==> src/rtl/scl_timing_gen.sv <==
module scl_timing_gen #(
  parameter int CW = 10,
  parameter int GW = 16
) (
  input  logic        clk,
  input  logic        rst_n,
  input  logic        enable,
  input  logic [31:0] timing0,
  input  logic [31:0] timing1,
  input  logic [31:0] timing2,
  input  logic        start_req,
  input  logic        stop_req,
  output logic        scl_drive_low,
  output logic        tx_strobe,
  output logic        rx_strobe,
  output logic        busy
);
  localparam int FLD = 16;
  localparam logic [GW-1:0] LOW_EXTRA  = GW'(1);
  localparam logic [GW-1:0] HIGH_EXTRA = GW'(6);

  typedef enum logic [2:0] {S_IDLE, S_HOLD, S_LOW, S_HIGH, S_FREE} st_t;

  st_t           st;
  logic [GW-1:0] cnt, lim;
  logic [CW-1:0] hi_q, rx_q, lo_q, tx_q;
  logic [GW-1:0] lead_q, free_q;
  logic          pend, phase_end, stop_now;

  always_comb begin
    case (st)
      S_HOLD:  lim = (lead_q == '0) ? '0 : lead_q - GW'(1);
      S_LOW:   lim = GW'(lo_q) + LOW_EXTRA;
      S_HIGH:  lim = GW'(hi_q) + HIGH_EXTRA;
      S_FREE:  lim = (free_q == '0) ? '0 : free_q - GW'(1);
      default: lim = '0;
    endcase
  end

  assign phase_end = (cnt == lim);
  assign stop_now  = pend | stop_req;

  always_ff @(posedge clk) begin
    if (!rst_n) begin
      st <= S_IDLE;
      cnt <= '0;
      pend <= 1'b0;
      hi_q <= '0; rx_q <= '0; lo_q <= '0; tx_q <= '0;
      lead_q <= '0; free_q <= '0;
    end else if (!enable) begin
      st <= S_IDLE;
      cnt <= '0;
      pend <= 1'b0;
    end else begin
      cnt <= phase_end ? '0 : cnt + GW'(1);
      if (stop_req && (st inside {S_HOLD, S_LOW, S_HIGH})) pend <= 1'b1;
      if ((st == S_IDLE && start_req) || (st == S_HOLD && phase_end) ||
          (st == S_HIGH && phase_end && !stop_now)) begin
        hi_q   <= timing0[FLD +: CW];
        rx_q   <= timing0[0 +: CW];
        lo_q   <= timing1[FLD +: CW];
        tx_q   <= timing1[0 +: CW];
        lead_q <= timing2[0 +: GW];
        free_q <= timing2[FLD +: GW];
      end
      case (st)
        S_IDLE: if (start_req) st <= S_HOLD;
        S_HOLD: if (phase_end) st <= S_LOW;
        S_LOW:  if (phase_end) st <= S_HIGH;
        S_HIGH: if (phase_end) begin
          if (stop_now) begin
            st <= S_FREE;
            pend <= 1'b0;
          end else st <= S_LOW;
        end
        S_FREE: if (phase_end) st <= S_IDLE;
        default: st <= S_IDLE;
      endcase
    end
  end

  assign scl_drive_low = (st == S_LOW);
  assign tx_strobe     = (st == S_LOW)  && (cnt == GW'(tx_q));
  assign rx_strobe     = (st == S_HIGH) && (cnt == GW'(rx_q));
  assign busy          = (st != S_IDLE);

  a_r5_tx_in_low: assert property (@(posedge clk) disable iff (!rst_n)
    tx_strobe |-> scl_drive_low && busy);

  a_r6_rx_in_high: assert property (@(posedge clk) disable iff (!rst_n)
    rx_strobe |-> !scl_drive_low && busy);

  a_r7_start_accept: assert property (@(posedge clk) disable iff (!rst_n)
    (!busy && start_req && enable) |=> (busy && !scl_drive_low));

  a_r11_disable_idle: assert property (@(posedge clk) disable iff (!rst_n)
    !enable |=> (!busy && !scl_drive_low));

  a_r10_no_midphase: assert property (@(posedge clk) disable iff (!rst_n)
    (st == S_LOW && $past(st) == S_LOW) |-> ($stable(lo_q) && $stable(tx_q)));

endmodule

==> config.mk <==
export PLATFORM = sky130hd
export DESIGN_NAME = scl_timing_gen
export DESIGN_NICKNAME = d
export VERILOG_FILES = /design/src/rtl/scl_timing_gen.sv
export SDC_FILE = /design/constraint.sdc
export NUM_CORES = 1
export LEC_CHECK = 0
export BUFFER_PORTS_ARGS = -buffer_cell sky130_fd_sc_hd__buf_2
export CAP_MARGIN = 30
export CORE_AREA = 2 2 113 115
export DETAILED_ROUTE_END_ITERATION = 12
export DIE_AREA = 0 0 115 117
export PLACE_DENSITY = 0.88
export SLEW_MARGIN = 20
export SYNTH_ARGS = -nofsm -noshare
export SYNTH_HDL_FRONTEND = slang
export SYNTH_SLANG_ARGS = --single-unit
==> constraint.sdc <==
create_clock -name clk -period 4.45 [get_ports clk]
set_clock_uncertainty 0.05 [all_clocks]
set_input_delay 0.445 -clock clk [delete_from_list [all_inputs] [get_ports clk]]
set_output_delay 0.445 -clock clk [all_outputs]
set_load 0.1 [all_outputs]
==> results.txt <==
The run finished with clean final reports. The die area came out at ~0.013 mm^2. After clock tree synthesis, the repair step resized 0 gates. The wire length per cell came out at roughly 18 um. The total negative setup slack is 0 ps. The fmax came out at ~250 MHz.

Counting every net in the synthesized netlist gives between 1000 and 1500. The H-tree was split into 3 levels. TritonCTS created 9 clock buffers. The total chip power came out at 2.84 mW. met2 is the most crowded layer. The first global-routing pass estimated about 33000 um of wire. The biggest cell delay along the critical path is 580 ps. The global routing usage on met1 is 0.391.

In this run the deepest clock path goes through 2 buffers. The maximum fanout along the worst path came out at 72. TritonCTS built the clock tree. The effective utilization at floorplan came out at 0.564. The routed wire length is 20500 um.

The critical path goes through inv_1, ha_1, nor4b_1, nand4_1, nand2_2, o221ai_1, nor2b_1, or4_1, nor4_4, and2_2, buf_12, o311ai_1. CTS placed an instance of sky130_fd_sc_hd__clkbuf_16 at the clock tree root. At the worst endpoint, the arrival time is about 4200 ps. For the pin with the worst max-slew slack, the measured transition is between 600 and 700 ps. For this run, the leading register cell type out of synthesis is sky130_fd_sc_hd__dfxtp_1. The synthesized design contains 0 enable-type register cells. Sorting the synthesized cells by how often they occur yields sky130_fd_sc_hd__nor2_1, sky130_fd_sc_hd__dfxtp_1, sky130_fd_sc_hd__nand3_1. Entering global routing, the biggest net connects between 100 and 150 pins. Ranked by total cell area, the synthesized netlist is headed by sky130_fd_sc_hd__dfxtp_1, sky130_fd_sc_hd__o311ai_1, sky130_fd_sc_hd__and3_1. The DRC violations left is 0.

The combined area of all synthesized cells is about 0.007 mm^2. The total number of placement rows is 41. The net count reported at finish came out at around 1100. sky130_fd_sc_hd__nor2_1 is the most common cell in the netlist.

The number of buffers inserted for hold repair after clock tree synthesis is 0. The cell depth of the worst flop-to-flop path came out at 12. Detailed placement ended at an HPWL of approximately 14000 um. The count of pins over their slew limit is 0. The core area came out at approximately 0.012 mm^2. The post-synthesis cell type count is between 60 and 70. The number of iterations in the first detailed-routing pass is 7. Setup repair after global routing left no endpoint under its margin. The total of buffers placed on input and output ports is 80.

The signed area change from the synthesized netlist to the final layout came out at 10.6%. The ratio of cells with drive above 1 in the final layout came out at 0.136. The leakage power of the design came out at between 2 and 3 nW. The via density per instance came out at 6.67.

The number of nets with antenna violations after detailed routing came out at 0. For met3 alone, demand over resource in global routing was 0.0556. Synthesis inferred 92 register bits. The number of instances in the synthesized netlist came out at approximately 960. The time the worst path needs with I/O delays and setup is 4070 ps. The worst hold path was traced through 3 stages.

The maximum vdd ir drop is 0.237 mV. The total count of hold-check failures in the final report is 0. The final setup violation count is 0. The total global routing track utilization came out at 0.305. The post-synthesis async set-or-reset flop share came out at 0. STA classifies the critical path startpoint as a flip-flop. The share of the synthesized area in the top cell type came out at 0.265. The areal power density over the cells is around 370 mW/mm^2. The height of the die is between 100 and 150 um. The number of antenna violations at the first check in global routing came out at 0. STA classifies the critical path endpoint as a flip-flop.

The overflow left after global routing came out at 0. Clock tree synthesis found a total of 92 sinks. The share of the clock period used by the worst path after layout is 0.915. The congestion estimate from routability-driven global placement came to 1.04. Data on the critical path is required at its endpoint by 4600 ps. 105 I/O pins were placed. The routed layout has approximately 7500 vias.

The startpoint-to-endpoint class of the critical path is reg -> reg. The floorplan step set the die width to roughly 120 um. The DRC marker count from the first detailed-route iteration came out at about 760. The share of the Yosys chip area taken by registers is 0.265. The met2 layer usage reported by global route came out at 0.505.

Once the clock tree was built, the setup fixing pass inserted 0 buffers. After clock tree synthesis, the clock-pin slew on the worst setup and hold paths is around 70 ps. The count of warnings emitted by yosys came out at 0. The relative max-transition margin is 0.566. The clock latency reported for the late side of the worst-skew pair is between 300 and 400 ps.

The synthesized design spends more area on one cell type than any other, namely sky130_fd_sc_hd__dfxtp_1. The number of global-route vias before repair is roughly 6800. The max-capacitance violation count came out at 0. The diode insertion count for antenna repair is 0. For this design, the slowest cell found on the critical path is sky130_fd_sc_hd__or4_1. The min-delay analysis places its worst path in the category in -> reg.

The average cell area after synthesis came out at ~7.2 um^2.
==> area by class of cell <==
class                      instances  area (um^2)
timing repair buffer              96          586
fill                            1097         4640
clock inverter                     5         83.8
inverter                          16         60.1
tap                              150          188
multi-input combinational        761         4680
clock buffer                      10          239
sequential                        92         1840
==> critical path, delay by kind of cell (launching register included) <==
kind,cells,cell delay (ps)
flops,1,400
buf+inv,2,420
compound gates,2,360
fa+ha+maj,1,170
simple gates,7,2480
==> state kept, by name, summed over array words and instances, names as in the netlist <==
name,flops
rx_q,10
pend,1
tx_q,10
st,3
free_q,16
lo_q,10
hi_q,10
cnt,16
lead_q,16
==> layout by cell type, fill, tap and decap left out, types with 12 or more instances in the layout <==
cell                       count
sky130_fd_sc_hd__xnor2_1      44
sky130_fd_sc_hd__o311ai_1     70
sky130_fd_sc_hd__nand4_1      16
sky130_fd_sc_hd__a21oi_1      77
sky130_fd_sc_hd__buf_2        79
sky130_fd_sc_hd__nor2_1      107
sky130_fd_sc_hd__xor2_1       29
sky130_fd_sc_hd__nand3_1      90
sky130_fd_sc_hd__buf_4        12
sky130_fd_sc_hd__inv_1        15
sky130_fd_sc_hd__nor4_1       17
sky130_fd_sc_hd__nor3_1       19
sky130_fd_sc_hd__dfxtp_1      92
sky130_fd_sc_hd__and3_1       74
sky130_fd_sc_hd__nand2_1      87
sky130_fd_sc_hd__o21ai_0      13
==> final timing paths <==
kind	start	slack, ps	end
worst max-delay path	lead_q[0]	380	free_q[15]
worst min-delay path	enable	380	st[2]
worst max register to register	lead_q[0]	380	free_q[15]
worst min register to register	pend	460	pend
==> through the flow <==
step | cell area [um^2] | instances | hold slack [ps] | util | setup WS [ps]
after global placement | 7330 | 1114 | 441 | 0.596 | 569
after CTS | 7650 | 1129 | 375 | 0.622 | 431
after floorplan | 6950 | 959 | 416 | - | 703
after detailed placement | 7330 | 1114 | 452 | 0.596 | 530
after global routing | 7670 | 1130 | 418 | 0.623 | 71.2
final | 7670 | 1130 | 384 | 0.623 | 380
==> where the power goes <==
group | switching [mW] | leakage, nW | internal [mW]
clock | 0.345 | 0.151 | 0.507
sequential | 0.115 | 0.752 | 0.902
combinational | 0.605 | 2.02 | 0.366
total | 1.07 | 2.92 | 1.77
==> per-layer routing <==
layer,vias up,part of all wire,routed length [um]
met3,65,0.070,1440
met4,0,0.033,671
li1,3593,-,-
met2,338,0.49,9950
met5,-,0,0
met1,3541,0.41,8410
==> cells by family (layout without fill, tap and decap cells) <==
family                     after synthesis  after routing  share of synthesized area
and+or+nand+nor                        465            465                      0.346
AOI/OAI and AO/OA                      212            212                      0.212
buffers and inverters                  106            127                     0.0662
DFF                                     92             92                      0.265
xor gates and xnor gates                73             73                     0.0921
adders and majority gates                7              7                     0.0126
muxes                                    4              4                    0.00595
Power figures use the tool's default switching activity.
